===== src/rtl/serial_cmd_rx_pkg.sv =====
package serial_cmd_rx_pkg;
    localparam int BYTE_W = 8;
    localparam int CNT_W  = $clog2(BYTE_W + 2);

    typedef struct packed {
        logic [CNT_W-1:0]  cnt;
        logic [BYTE_W-1:0] shift;
        logic              tag;
        logic              sclk_prev;
        logic [BYTE_W-1:0] out_byte;
        logic              out_tag;
        logic              out_valid;
    } framer_state_t;
endpackage


===== src/rtl/serial_cmd_rx_sync.sv =====
module serial_cmd_rx_sync #(
    parameter int              WIDTH   = 1,
    parameter int              STAGES  = 2,
    parameter logic [WIDTH-1:0] RST_VAL = '0
) (
    input  logic             clk,
    input  logic             rst_n,
    input  logic [WIDTH-1:0] din,
    output logic [WIDTH-1:0] dout
);
    logic [WIDTH-1:0] stage_q [STAGES];

    genvar g;
    generate
        for (g = 0; g < STAGES; g++) begin : gen_stage
            always_ff @(posedge clk or negedge rst_n) begin
                if (!rst_n) begin
                    stage_q[g] <= RST_VAL;
                end else if (g == 0) begin
                    stage_q[g] <= din;
                end else begin
                    stage_q[g] <= stage_q[(g > 0) ? g - 1 : 0];
                end
            end
        end
    endgenerate

    assign dout = stage_q[STAGES-1];
endmodule


===== src/rtl/serial_cmd_rx_framer.sv =====
module serial_cmd_rx_framer
    import serial_cmd_rx_pkg::*;
(
    input  logic              clk,
    input  logic              rst_n,
    input  logic              cs_s,
    input  logic              sclk_s,
    input  logic              sdin_s,
    input  logic              dc_s,
    input  logic              mode_s,
    output logic [BYTE_W-1:0] out_byte,
    output logic              out_tag,
    output logic              out_valid
);
    localparam logic [CNT_W-1:0] LAST_4W = CNT_W'(BYTE_W - 1);
    localparam logic [CNT_W-1:0] LAST_3W = CNT_W'(BYTE_W);

    framer_state_t st_d, st_q;
    logic          rise;
    logic [CNT_W-1:0] last_idx;

    always_comb begin
        st_d           = st_q;
        st_d.out_valid = 1'b0;
        st_d.sclk_prev = sclk_s;
        rise           = sclk_s && !st_q.sclk_prev && !cs_s;
        last_idx       = mode_s ? LAST_3W : LAST_4W;

        if (cs_s) begin
            st_d.cnt = '0;
        end else if (rise) begin
            if (mode_s && st_q.cnt == '0) begin
                st_d.tag = sdin_s;
            end else begin
                st_d.shift = {st_q.shift[BYTE_W-2:0], sdin_s};
            end

            if (st_q.cnt == last_idx) begin
                st_d.cnt       = '0;
                st_d.out_byte  = {st_q.shift[BYTE_W-2:0], sdin_s};
                st_d.out_tag   = mode_s ? st_q.tag : dc_s;
                st_d.out_valid = 1'b1;
            end else begin
                st_d.cnt = st_q.cnt + 1'b1;
            end
        end
    end

    always_ff @(posedge clk or negedge rst_n) begin
        if (!rst_n) begin
            st_q <= '0;
        end else begin
            st_q <= st_d;
        end
    end

    assign out_byte  = st_q.out_byte;
    assign out_tag   = st_q.out_tag;
    assign out_valid = st_q.out_valid;
endmodule


===== src/rtl/serial_cmd_rx.sv =====
module serial_cmd_rx
    import serial_cmd_rx_pkg::*;
#(
    parameter int SYNC_STAGES = 2
) (
    input  logic              clk,
    input  logic              rst_n,
    input  logic              cs_n,
    input  logic              sclk,
    input  logic              sdin,
    input  logic              dc_pin,
    input  logic              mode_3w,
    output logic [BYTE_W-1:0] rx_byte,
    output logic              rx_is_data,
    output logic              rx_valid
);
    localparam int NSIG = 5;

    logic [NSIG-1:0] raw, synced;

    assign raw = {mode_3w, dc_pin, sdin, sclk, cs_n};

    serial_cmd_rx_sync #(
        .WIDTH  (NSIG),
        .STAGES (SYNC_STAGES),
        .RST_VAL(NSIG'(1))
    ) u_sync (
        .clk  (clk),
        .rst_n(rst_n),
        .din  (raw),
        .dout (synced)
    );

    serial_cmd_rx_framer u_framer (
        .clk      (clk),
        .rst_n    (rst_n),
        .cs_s     (synced[0]),
        .sclk_s   (synced[1]),
        .sdin_s   (synced[2]),
        .dc_s     (synced[3]),
        .mode_s   (synced[4]),
        .out_byte (rx_byte),
        .out_tag  (rx_is_data),
        .out_valid(rx_valid)
    );
endmodule


===== config.mk =====
export PLATFORM = sky130hd
export DESIGN_NAME = serial_cmd_rx
export DESIGN_NICKNAME = d
export VERILOG_FILES = /design/src/rtl/serial_cmd_rx_pkg.sv /design/src/rtl/serial_cmd_rx_sync.sv /design/src/rtl/serial_cmd_rx_framer.sv /design/src/rtl/serial_cmd_rx.sv
export SDC_FILE = /design/constraint.sdc
export NUM_CORES = 1
export LEC_CHECK = 0
export BUFFER_PORTS_ARGS = -buffer_cell sky130_fd_sc_hd__buf_2
export CORE_MARGIN = 2
export CORE_UTILIZATION = 40
export CTS_CLUSTER_DIAMETER = 80
export DETAILED_ROUTE_END_ITERATION = 16
export GPL_TIMING_DRIVEN = 0
export PLACE_DENSITY = 0.66
export SYNTH_ARGS = -nofsm -noshare
export SYNTH_HDL_FRONTEND = slang
export SYNTH_SLANG_ARGS = --single-unit
export TNS_END_PERCENT = 20

===== constraint.sdc =====
create_clock -name clk -period 2.1 [get_ports clk]
set_clock_uncertainty 0.1 [all_clocks]
set_input_delay 0.42 -clock clk [delete_from_list [all_inputs] [get_ports clk]]
set_output_delay 0.42 -clock clk [all_outputs]
set_load 0.005 [all_outputs]

Word-level counts from Yosys, hierarchy flattened. Index checks and enable logic that the tools add are counted.

Word-level logic and storage cells: 33. Register bits: 34. Output and inout bits: 10. Input port bits: 7.

Equality and inequality tests: 1. Mux-type cells: 10. Add/sub/neg operators: 1. Reductions and logical operators: 10. Bitwise gates (word level): 2.

Operator list (count): $mux W13 (1); $mux W4 (3); $reduce_and A3 Y1 (3); $mux W8 (1); $mux W1 (5); $add A4 B1 Y4 const B (1); $eq A4 B4 Y1 (1); $logic_not A4 Y1 (1); $logic_and A1 B1 Y1 (3); $logic_not A1 Y1 (2); $not A1 Y1 (2); $reduce_bool A2 Y1 (1).

Depth between registers and ports, before layout. Gate-level depths: netlist of the first run.

Depth after elaboration: 5. Gate-level depth with buffers: 6. Gate-level depth less buffers: 5.

By module. From an unflattened synthesis of the first run, not the netlist that was laid out.

Cell total of the unflattened synthesis: 97. Area total of the unflattened synthesis: 1412.6 µm².

Modules (own cells, without submodules): serial_cmd_rx_framer (sequential area each 575.6 µm², cells an instance 82, area each 1122.3 µm², instances 1); serial_cmd_rx_sync (sequential area each 252.7 µm², cells an instance 15, area each 290.3 µm², instances 1).

Worst setup path after synthesis of the first run. OpenSTA, ideal clock, no wires.

Path type: register to register. Start: register u_framer.st_q[20] in the netlist's numbering. End: register u_framer.st_q[12] in the netlist's numbering. Data required time: 1872 ps. Cell stages (with the launch flop): 6. Setup time: 128 ps. Buffers on the path: 0. Clock period less this slack: 1731 ps. Arrival time: 1504 ps. Slack: 369 ps. Cells stage by stage: dfrtp_1 inv_1 ha_1 and4bb_1 nor3_4 mux2_1.

Cells in the longest elaborated chain, start to end: 4.

RTL lines: from (decl) (RTL line serial_cmd_rx_framer.sv:18) `framer_state_t st_d, st_q;`; from (signal assigned) (RTL line serial_cmd_rx_framer.sv:53) `st_q <= st_d;`; $logic_not A4 Y1 (RTL line serial_cmd_rx_framer.sv:32) `if (mode_s && st_q.cnt == '0) begin`; $logic_and A1 B1 Y1 (RTL line serial_cmd_rx_framer.sv:32); $not A1 Y1 (no source line); $reduce_and A3 Y1 (no source line).

Every way passes these cells. A chain may end at the register's enable or synchronous reset.

Final worst setup path of the first run.
Start: register u_framer.st_q[20] in the netlist's numbering. End: register u_framer.st_q[17] in the netlist's numbering.

The elaborated chain is that of the path after synthesis.

==> results of run 1 <==
-- state kept, by name, summed over array words and instances (netlist names) --
register / count
u_framer.out_valid: 1
u_framer.st_q: 13
u_framer.out_tag: 1
u_framer.out_byte: 8
u_sync.stage_q: 5
u_sync.dout: 5
-- stage by stage --
stage	utilization, %	area (sq um)	total power [uW]	hold slack [ns]	setup slack (ns)
3_5_place_dp	45.7	1510	846	0.236	0.170
5_1_grt	47.5	1570	1270	0.0504	0.0610
3_3_place_gp	45.7	1510	836	0.232	0.237
2_1_floorplan	-	1380	805	0.0244	0.369
6_report	47.5	1570	1190	0.0262	0.173
4_1_cts	47.5	1570	1220	0.0376	0.163
-- path summary, 6_finish.rpt --
kind                                         from                    to  slack, ns  cells after the start
worst max register to register  u_framer.st_q[20]     u_framer.st_q[17]       0.17                      5
min in group clk                             cs_n     u_sync.stage_q[5]       0.09                      1
worst min-delay path                        rst_n  u_framer.out_byte[2]       0.03                      1
worst min register to register  u_sync.stage_q[6]        u_sync.dout[1]       0.25                      0
max in group asynchronous                   rst_n  u_framer.out_byte[5]       1.42                      1
worst max-delay path            u_framer.st_q[20]     u_framer.st_q[17]       0.17                      5
-- metal layers --
metal  vias to the layer above  part of all wire, %  GRT usage, %
met5                         -                    0             0
met4                         0                  2.3          7.50
met3                         5                  4.7          4.32
met2                        19                   52          18.7
met1                       378                   41          12.9
li1                        349                    -             -
-- placed cells by master, fill, tap and decap left out, drive strengths merged --
| cell | instances |
|---|---|
| a21oi | 4 |
| a2bb2oi | 1 |
| and3 | 1 |
| and4bb | 1 |
| buf | 25 |
| clkbuf | 9 |
| dfrtp | 31 |
| dfstp | 2 |
| ha | 2 |
| inv | 3 |
| mux2 | 18 |
| mux2i | 1 |
| nand2 | 5 |
| nand2b | 2 |
| nand4b | 1 |
| nor2 | 4 |
| nor2b | 1 |
| nor3 | 1 |
| nor3b | 1 |
| nor4b | 1 |
| o21ai | 2 |
-- critical path, delay by kind of cell, from the launching register on --
kind | cells | cell delay [ns]
AND/OR/NAND/NOR | 2 | 0.56
flip-flops | 1 | 0.50
multiplexers | 1 | 0.36
adder cells (fa/ha/maj) | 1 | 0.21
buffers and inverters | 1 | 0.08
-- cell usage after synthesis --
master	count	share of area, %
mux2_1	8	6.6
ha_1	2	1.8
buf_4	8	4.4
dfstp_2	2	3.8
nand2b_4	1	1.0
nand4b_2	1	1.1
nor2b_1	1	0.46
clkbuf_1	1	0.27
a21oi_1	4	1.5
nor4b_4	1	1.7
mux2_4	9	9.8
nor3b_1	1	0.55
mux2i_1	1	0.73
and3_1	1	0.46
o21ai_0	2	0.73
inv_1	2	0.55
nor2_2	1	0.46
buf_6	1	0.82
nand2b_1	1	0.46
nor3_4	1	1.2
inv_2	1	0.27
nand2_1	5	1.4
a2bb2oi_2	1	1.1
mux2_2	1	0.82
dfrtp_1	31	56
nor2_1	3	0.82
and4bb_1	1	0.91
-- layout make-up --
type	count	area (sq um)
plain buffers	10	75.1
clock buffers	8	58.8
fillers	318	1740
inverters	3	11.3
multi-input cells	46	460
flip-flops and latches	33	828
well taps	46	57.6
repair buffers	16	80.1
-- power by group --
group,leakage [uW],total (uW),internal [uW],switching (uW)
Combinational,0.000383,85.9,46.9,39.0
Clock,0.0000326,359,165,194
Sequential,0.000423,746,701,45.0
Total,0.000839,1190,912,278
-- kinds of logic after synthesis --
kind of cell / Yosys count / share of synthesized area (%)
buffers and inverters: 13 / 6.28
muxes: 19 / 17.9
DFF: 33 / 60.2
AOI/OAI and AO/OA: 7 / 3.28
adders and majority gates: 2 / 1.82
and+or+nand+nor: 18 / 10.5
==> key figures, run 1 <==
Outcome
  • Outcome: completed

Power and ir drop
  • PwrDens: 758 nW/um^2
  • Leak Pwr: 0.000839 uW
  • Peak supply drop: about 0.43 mV

Routing
  • Initial DRC count: 16
  • Final WL: 1950 microns
  • Vias/cell: 4.64
  • First drt pass iteration count: 4
  • Antenna Nets Post-Route: 0
  • Residual DRC: 0
  • WL per Instance: around 12 microns
  • Vias: 751

CTS
  • Clock Latency Late Sink: 0.32 ns
  • Num Clock Sinks: 33
  • PostCTS Resize Cnt: 0
  • Hold Buf Count CTS: 0
  • Reg clk slew, reported paths: 0.10 ns
  • CTS tree: done
  • Clock root cell: clkbuf_4
  • Number of H-tree levels: 2
  • CTS Buf Count: 5
  • Clk buf depth: 2
  • Setup Buffers After CTS: 0

STA
  • Slew Viols, Final: 0
  • Slew of the pin with the lowest slew margin: around 0.69 ns
  • Fin crit period: 1.93 ns
  • Setup TNS Final: 0 ns
  • Tcrit/Tclk final: just over 90%
  • Final setup violation count: 0
  • Fmax: just over 500 MHz
  • RSZ-0062 raised after global routing: false
  • Fin. Hold Viols: 0
  • Relative slew slack: 53.9%

Die
  • Total I/O pin count: 17
  • Total Die Area: 3920 sq um
  • Horiz. Die Dim: 62.6 microns
  • Row count: 21
  • Initial Utilization: 41.5%
  • Core footprint: 3310 sq um
  • Chip Height: about 63 microns

Global route
  • Vias in the first global route: 742
  • Gr ovfl total: 0
  • GRT Total Usage: between 10% and 20%
  • Largest net degree at the start of global routing: 34
  • First-pass GRT wire length: between 3000 and 4000 microns
  • Initial antenna violation count: 0

Job
  • # Max-Cap Violations: 0

Yosys
  • Synth warn: 0
  • Syn_nets: 101
  • Cell Area, Synth: 1380 sq um
  • Sequential fraction of the synthesis area: 60.2%
  • Synth Instances: 92
  • Post-Syn Area per Cell: 14.9 sq um
  • Register bit total from synthesis: 33
  • Netlist cell types: 27

Placed design
  • # placed instances: roughly 150
  • Port Buf Inserts: 16
  • Routability cong.: 0.677
  • HPWL after DPL: roughly 1300 microns

Critical path
  • Crit start category: flip-flop
  • CP required: 2.21 ns
  • CP arrival: 2.03 ns
  • Slowest cell on crit path: dfrtp_1
  • Crit-path max FO: 7
  • Worst Setup End Kind: flip-flop
  • Setup CP Type: flip-flop to flip-flop
  • Max stage delay on crit path: 0.50 ns
  • CP Cell Sequence: inv_1, ha_1, and4bb_1, nor3_4, mux2_1

Min path
  • Worst hold path class: primary input to async pin

Finish
  • Share of cells above drive strength 1: between 40% and 50%
  • Final instance count without filler cells: roughly 160
  • Nets@finish: roughly 120
  • Area grow syn2layout: 14.3%
  • Antenna diodes: 0
Power figures use the tool's default switching activity.
==> inputs of run 2 (changes only) <==
--- a/config.mk
+++ b/config.mk
@@ -11,6 +11,7 @@
 export CTS_CLUSTER_DIAMETER = 80
 export DETAILED_ROUTE_END_ITERATION = 16
 export GPL_TIMING_DRIVEN = 0
+export MAX_ROUTING_LAYER = met4
 export PLACE_DENSITY = 0.66
 export SYNTH_ARGS = -nofsm -noshare
 export SYNTH_HDL_FRONTEND = slang
==> run 2 against run 1 <==
Largest power group unchanged. Critical endpoint unchanged. First-iteration DRC count did not move. Global-route usage grew 0.33 points. Via count is 0.27% lower. Combinational power about the same. Highest routed layer unchanged. Core utilization unchanged. Maximum frequency about the same. Critical path depth unchanged. Worst hold slack improved by 0.00090 ns.
==> key figures, run 2 (synthesis gave the netlist of run 1 again) <==
STA
  • Final setup violation count: 0 (unchanged)
  • Setup TNS Final: 0 ns (unchanged)
  • Tcrit/Tclk final: 91.7% (about the same)
  • Fin crit period: 1.93 ns (+0.0000710 ns)
  • Slew Viols, Final: 0 (unchanged)
  • Relative slew slack: 53.7% (-0.14 points)
  • Slew of the pin with the lowest slew margin: 0.694 ns (+0.00204 ns)
  • Fin. Hold Viols: 0 (unchanged)
  • RSZ-0062 raised after global routing: false
  • Fmax: 519 MHz (about the same)

Global route
  • Gr ovfl total: 0 (unchanged)
  • Vias in the first global route: 741 (-0.13%)
  • First-pass GRT wire length: 3350 microns (unchanged)
  • Largest net degree at the start of global routing: 34 (unchanged)
  • Initial antenna violation count: 0 (unchanged)
  • GRT Total Usage: 11.9% (+0.33 points)

Power and ir drop
  • PwrDens: 758 nW/um^2 (+0.10%)
  • Switching pwr: 279 uW (+0.43%)
  • Internal Power: 913 uW (about the same)
  • Switching part of the total power: 23.4% (+0.077 points)
  • Clock power share: 30.2% (about the same)
  • Total power draw: 1190 uW (+0.10%)
  • Leak Pwr: 0.000839 uW (unchanged)
  • Sequential share of power: 62.6% (about the same)
  • Gate power share: 7.2% (about the same)
  • Peak supply drop: 0.435 mV (+0.34%)

CTS
  • Hold Buf Count CTS: 0 (unchanged)
  • Clock root cell: clkbuf_4
  • PostCTS Resize Cnt: 0 (unchanged)
  • Number of H-tree levels: 2 (unchanged)
  • CTS Buf Count: 5 (unchanged)
  • Num Clock Sinks: 33 (unchanged)
  • Setup Buffers After CTS: 0 (unchanged)
  • Clk buf depth: 2 (unchanged)
  • Reg clk slew, reported paths: 0.10 ns (about the same)
  • Clock Latency Late Sink: 0.32 ns (about the same)
  • CTS tree: done

Die
  • Chip Height: 62.6 microns (unchanged)
  • Total I/O pin count: 17 (unchanged)
  • Initial Utilization: 41.5% (unchanged)
  • Row count: 21 (unchanged)
  • Total Die Area: 3920 sq um (unchanged)
  • Horiz. Die Dim: 62.6 microns (unchanged)
  • Core footprint: 3310 sq um (unchanged)

Critical path
  • Reg-to-reg setup timing slack: 0.17 ns (about the same)
  • Crit Reg-Reg Startpoint: u_framer.st_q[20]
  • Worst R2R Path Depth: 5 (unchanged)
  • Crit start category: flip-flop
  • Crit-path max FO: 7 (unchanged)
  • Worst Setup End Kind: flip-flop
  • Setup CP Type: flip-flop to flip-flop
  • CP arrival: 2.03 ns (about the same)
  • Reg-to-Reg End: u_framer.st_q[17]
  • CP required: 2.21 ns (about the same)

Finish
  • Share of cells above drive strength 1: 43.1% (unchanged)
  • Largest Register: u_framer.st_q
  • Most common cell after layout, fill and taps aside: dfrtp_1
  • FF/Latch Area: 828 sq um (unchanged)
  • Commonest non-fill, non-tap cells in the layout: 31 x dfrtp_1, 16 x buf_2, 9 x mux2_4
  • Fill count: 318 (unchanged)
  • Footprint of the multi-input gates: 460 sq um (unchanged)
  • Final Util: 47.5% (unchanged)
  • Final instance count without filler cells: 162 (unchanged)
  • Area grow syn2layout: 14.3% (unchanged)
  • Final instance area: 1570 sq um (unchanged)
  • Max FFs per register: 13 (unchanged)
  • Nets@finish: 124 (unchanged)
  • Antenna diodes: 0 (unchanged)

Routing
  • First drt pass iteration count: 4 (unchanged)
  • Antenna Nets Post-Route: 0 (unchanged)
  • Vias: 749 (-0.27%)
  • Vias/cell: 4.62 (-0.27%)
  • Residual DRC: 0 (unchanged)
  • Final WL: 1960 microns (+0.57%)
  • WL per Instance: 12.1 microns (+0.57%)
  • Initial DRC count: 16 (unchanged)

Placed design
  • Routability cong.: 0.684 (+1.0%)
  • HPWL after DPL: 1330 microns (unchanged)
  • Post-place instance area: 1510 sq um (unchanged)
  • Port Buf Inserts: 16 (unchanged)
  • # placed instances: 154 (unchanged)

Outcome
  • Outcome: completed

Job
  • # Max-Cap Violations: 0 (unchanged)

Min path
  • Worst hold path class: primary input to async pin
run 2: through the flow:
step | setup slack (ns) | hold WS, ns
floorplan | 0.369 | 0.0244
global placement | 0.237 | 0.232
detailed placement | 0.170 | 0.236
CTS | 0.163 | 0.0376
global route | 0.0612 | 0.0504
finish | 0.173 | 0.0271
run 2: per-layer routing:
layer  global-route usage, %  part of all wire, %  vias up
li1                        -                    -      350
met1                    12.9                   42      377
met2                    18.7                   51       17
met3                    4.32                  4.3        5
met4                    7.50                  2.2        0
met5                       -                    0        -
run 2: how the worst max path moves through the flow:
stage                                 start                end  slack (ns)  cells past startpoint
after detailed placement  u_framer.st_q[20]  u_framer.st_q[13]        0.17                      5
after global placement    u_framer.st_q[20]  u_framer.st_q[13]        0.24                      5
after floorplan           u_framer.st_q[20]  u_framer.st_q[12]        0.37                      5
after global routing      u_framer.st_q[20]  u_framer.st_q[18]        0.06                      5
after CTS                 u_framer.st_q[20]  u_framer.st_q[17]        0.16                      5
final                     u_framer.st_q[20]  u_framer.st_q[17]        0.17                      5
run 2: worst max-delay path, stage by stage, from the launching register on:
cell,delay (ns)
dfrtp_1,0.51
inv_1,0.08
ha_1,0.21
and4bb_1,0.22
nor3_4,0.33
mux2_1,0.36
run 2: final cells by class:
class,count,share of cell area [%]
flip-flops and latches,33,52.7
multi-input cells,46,29.3
repair buffers,16,5.10
plain buffers,10,4.78
clock buffers,8,3.74
well taps,46,3.66
inverters,3,0.717
run 2: power by group through the flow:
stage / Sequential (uW) / Clock (uW) / Combinational (uW)
floorplan: 745 / 0 / 60.7
global route: 756 / 416 / 96.6
detailed placement: 758 / 0 / 87.5
global placement: 755 / 0 / 81.2
CTS: 747 / 381 / 88.8
finish: 746 / 360 / 85.9
==> inputs of run 3 (changes only) <==
--- a/config.mk
+++ b/config.mk
@@ -6,6 +6,7 @@
 export NUM_CORES = 1
 export LEC_CHECK = 0
 export BUFFER_PORTS_ARGS = -buffer_cell sky130_fd_sc_hd__buf_2
+export CORE_ASPECT_RATIO = 0.8
 export CORE_MARGIN = 2
 export CORE_UTILIZATION = 40
 export CTS_CLUSTER_DIAMETER = 80
@@ -13,6 +14,7 @@
 export GPL_TIMING_DRIVEN = 0
 export MAX_ROUTING_LAYER = met4
 export PLACE_DENSITY = 0.66
+export SLEW_MARGIN = 20
 export SYNTH_ARGS = -nofsm -noshare
 export SYNTH_HDL_FRONTEND = slang
 export SYNTH_SLANG_ARGS = --single-unit
==> run 3 against run 2 <==
Sequential power hardly changed. Maximum frequency hardly changed. Core utilization is 0.087 points higher. Setup slack better by 0.0012 ns. Clock-buffer cell count is 1 lower.
==> key figures, run 3 (synthesis gave the netlist of run 1 again) <==
Routing
  • WL per Instance: 12.5 microns (+3.3%)
  • Initial DRC count: 28 (+12)
  • First drt pass iteration count: 2 (-2)
  • Residual DRC: 0 (unchanged)
  • Vias/cell: 4.69 (+1.5%)
  • Vias: 737 (-1.6%)
  • Final WL: 1960 microns (+0.15%)
  • Antenna Nets Post-Route: 0 (unchanged)

CTS
  • Setup Buffers After CTS: 0 (unchanged)
  • Hold Buf Count CTS: 0 (unchanged)
  • Clock root cell: clkbuf_8
  • Clock Latency Late Sink: 0.28 ns (-0.04 ns)
  • Num Clock Sinks: 33 (unchanged)
  • Clk buf depth: 2 (unchanged)
  • CTS tree: done
  • Number of H-tree levels: 2 (unchanged)
  • CTS Buf Count: 5 (unchanged)
  • PostCTS Resize Cnt: 0 (unchanged)
  • Reg clk slew, reported paths: 0.06 ns (-0.04 ns)

STA
  • Fmax: 519 MHz (about the same)
  • Relative slew slack: 53.7% (about the same)
  • Fin. Hold Viols: 0 (unchanged)
  • Post-route worst setup slack: 0.175 ns (+0.00119 ns)
  • RSZ-0062 raised after global routing: false
  • Final setup violation count: 0 (unchanged)
  • Tcrit/Tclk final: 91.7% (about the same)
  • Fin crit period: 1.93 ns (-0.00118 ns)
  • Slew of the pin with the lowest slew margin: 0.694 ns (-0.000330 ns)
  • Slew Viols, Final: 0 (unchanged)
  • Setup TNS Final: 0 ns (unchanged)

Placed design
  • DP Worst Slack: 0.167 ns (-0.00286 ns)
  • Port Buf Inserts: 16 (unchanged)
  • Routability cong.: 0.734 (+7.3%)
  • HPWL after DPL: 1370 microns (+3.1%)

Power and ir drop
  • Switching part of the total power: 22.2% (-1.2 points)
  • Switching pwr: 288 uW (+3.2%)
  • Internal Power: 1010 uW (+10%)
  • PwrDens: 813 nW/um^2 (+7.3%)
  • Sequential share of power: 57.6% (-5.0 points)
  • Peak supply drop: 0.543 mV (+25%)
  • Clock power share: 35.8% (+5.6 points)
  • Gate power share: 6.6% (-0.6 points)
  • Leak Pwr: 0.000851 uW (+1.4%)

Critical path
  • CP required: 2.16 ns (-0.05 ns)
  • CP Cell Sequence: inv_1, ha_1, and4bb_1, nor3_4, mux2_1
  • Reg-to-reg setup timing slack: 0.17 ns (about the same)
  • Worst Setup End Kind: flip-flop
  • CP arrival: 1.98 ns (-0.05 ns)
  • Setup CP Type: flip-flop to flip-flop
  • Worst R2R Path Depth: 5 (unchanged)
  • Crit-path max FO: 7 (unchanged)
  • Crit start category: flip-flop
  • Slowest cell on crit path: dfrtp_1
  • Max stage delay on crit path: 0.51 ns (about the same)

Finish
  • Largest Register: u_framer.st_q
  • Area grow syn2layout: 15.9%
  • Share of cells above drive strength 1: 43.5% (+0.37 points)
  • Antenna diodes: 0 (unchanged)
  • Commonest non-fill, non-tap cells in the layout: 31 x dfrtp_1, 16 x buf_2, 9 x mux2_4
  • Max FFs per register: 13 (unchanged)
  • Nets@finish: 124 (unchanged)
  • Most common cell after layout, fill and taps aside: dfrtp_1

Min path
  • Worst hold path class: primary input to async pin

Global route
  • Initial antenna violation count: 0 (unchanged)
  • GRT Total Usage: 12.2% (+0.26 points)
  • Gr ovfl total: 0 (unchanged)
  • Vias in the first global route: 788 (+6.3%)
  • Largest net degree at the start of global routing: 34 (unchanged)
  • First-pass GRT wire length: 3530 microns (+5.6%)

Die
  • Core footprint: 3350 sq um (+1.2%)
  • Chip Height: 56.4 microns (-9.9%)
  • Initial Utilization: 41.0% (-0.51 points)
  • Row count: 19 (-9.5%)
  • Total I/O pin count: 17 (unchanged)
  • Total Die Area: 3930 sq um (about the same)
  • Horiz. Die Dim: 69.6 microns (+11%)

Job
  • # Max-Cap Violations: 0 (unchanged)

Outcome
  • Outcome: completed
==> run 3: cell count changes in the layout (fill, tap and decap cells not counted) <==
cell and change:
clkbuf_8 +5, clkbuf_1 -1, clkbuf_4 -5
==> run 3: metrics by stage <==
step	area, sq um	power, uW	util [%]	hold slack (ns)	cells
after floorplan	1380	805	-	0.0244	92
after global placement	1510	837	45.0	0.233	150
after detailed placement	1510	847	45.0	0.239	150
after CTS	1590	1320	47.6	0.108	157
after global routing	1590	1370	47.6	0.125	157
final	1590	1300	47.6	0.0850	157
==> run 3: path summary, 6_finish.rpt <==
| kind | from | endpoint |
|---|---|---|
| setup / recovery | u_framer.st_q[20] | u_framer.st_q[16] |
| hold / removal | rst_n | u_framer.out_byte[1] |
| setup reg to reg | u_framer.st_q[20] | u_framer.st_q[16] |
| hold reg to reg | u_sync.stage_q[8] | u_sync.dout[3] |
| max in group asynchronous | rst_n | u_sync.dout[4] |
| min in group clk | cs_n | u_sync.stage_q[5] |
==> run 3: worst max-delay path: cells and delay by family, from the launching register on <==
family / cells / cell delay [ns]
DFF: 1 / 0.51
and+or+nand+nor: 2 / 0.53
muxes: 1 / 0.37
buffers and inverters: 1 / 0.09
adders and majority gates: 1 / 0.20
==> run 3: power by group through the flow <==
stage	logic [uW]	clock network, uW	registers (uW)
2_1_floorplan	60.7	0	745
3_3_place_gp	82.5	0	755
3_5_place_dp	87.7	0	760
4_1_cts	88.8	481	748
5_1_grt	98.7	508	759
6_report	85.7	464	747
==> run 3: cell type report <==
| class | instances | area [sq um] |
|---|---|---|
| fillers | 289 | 1760 |
| well taps | 42 | 52.6 |
| inverters | 3 | 11.3 |
| clock buffers | 7 | 86.3 |
| repair buffers | 16 | 80.1 |
| plain buffers | 10 | 75.1 |
| multi-input cells | 46 | 460 |
| flip-flops and latches | 33 | 828 |
==> run 3: layer usage <==
metal	vias to the layer above	share of wire [%]	global-route usage [%]
li1	347	-	-
met3	11	4.6	4.31
met5	-	0	-
met4	0	3.7	7.56
met1	362	46	13.7
met2	17	46	18.7
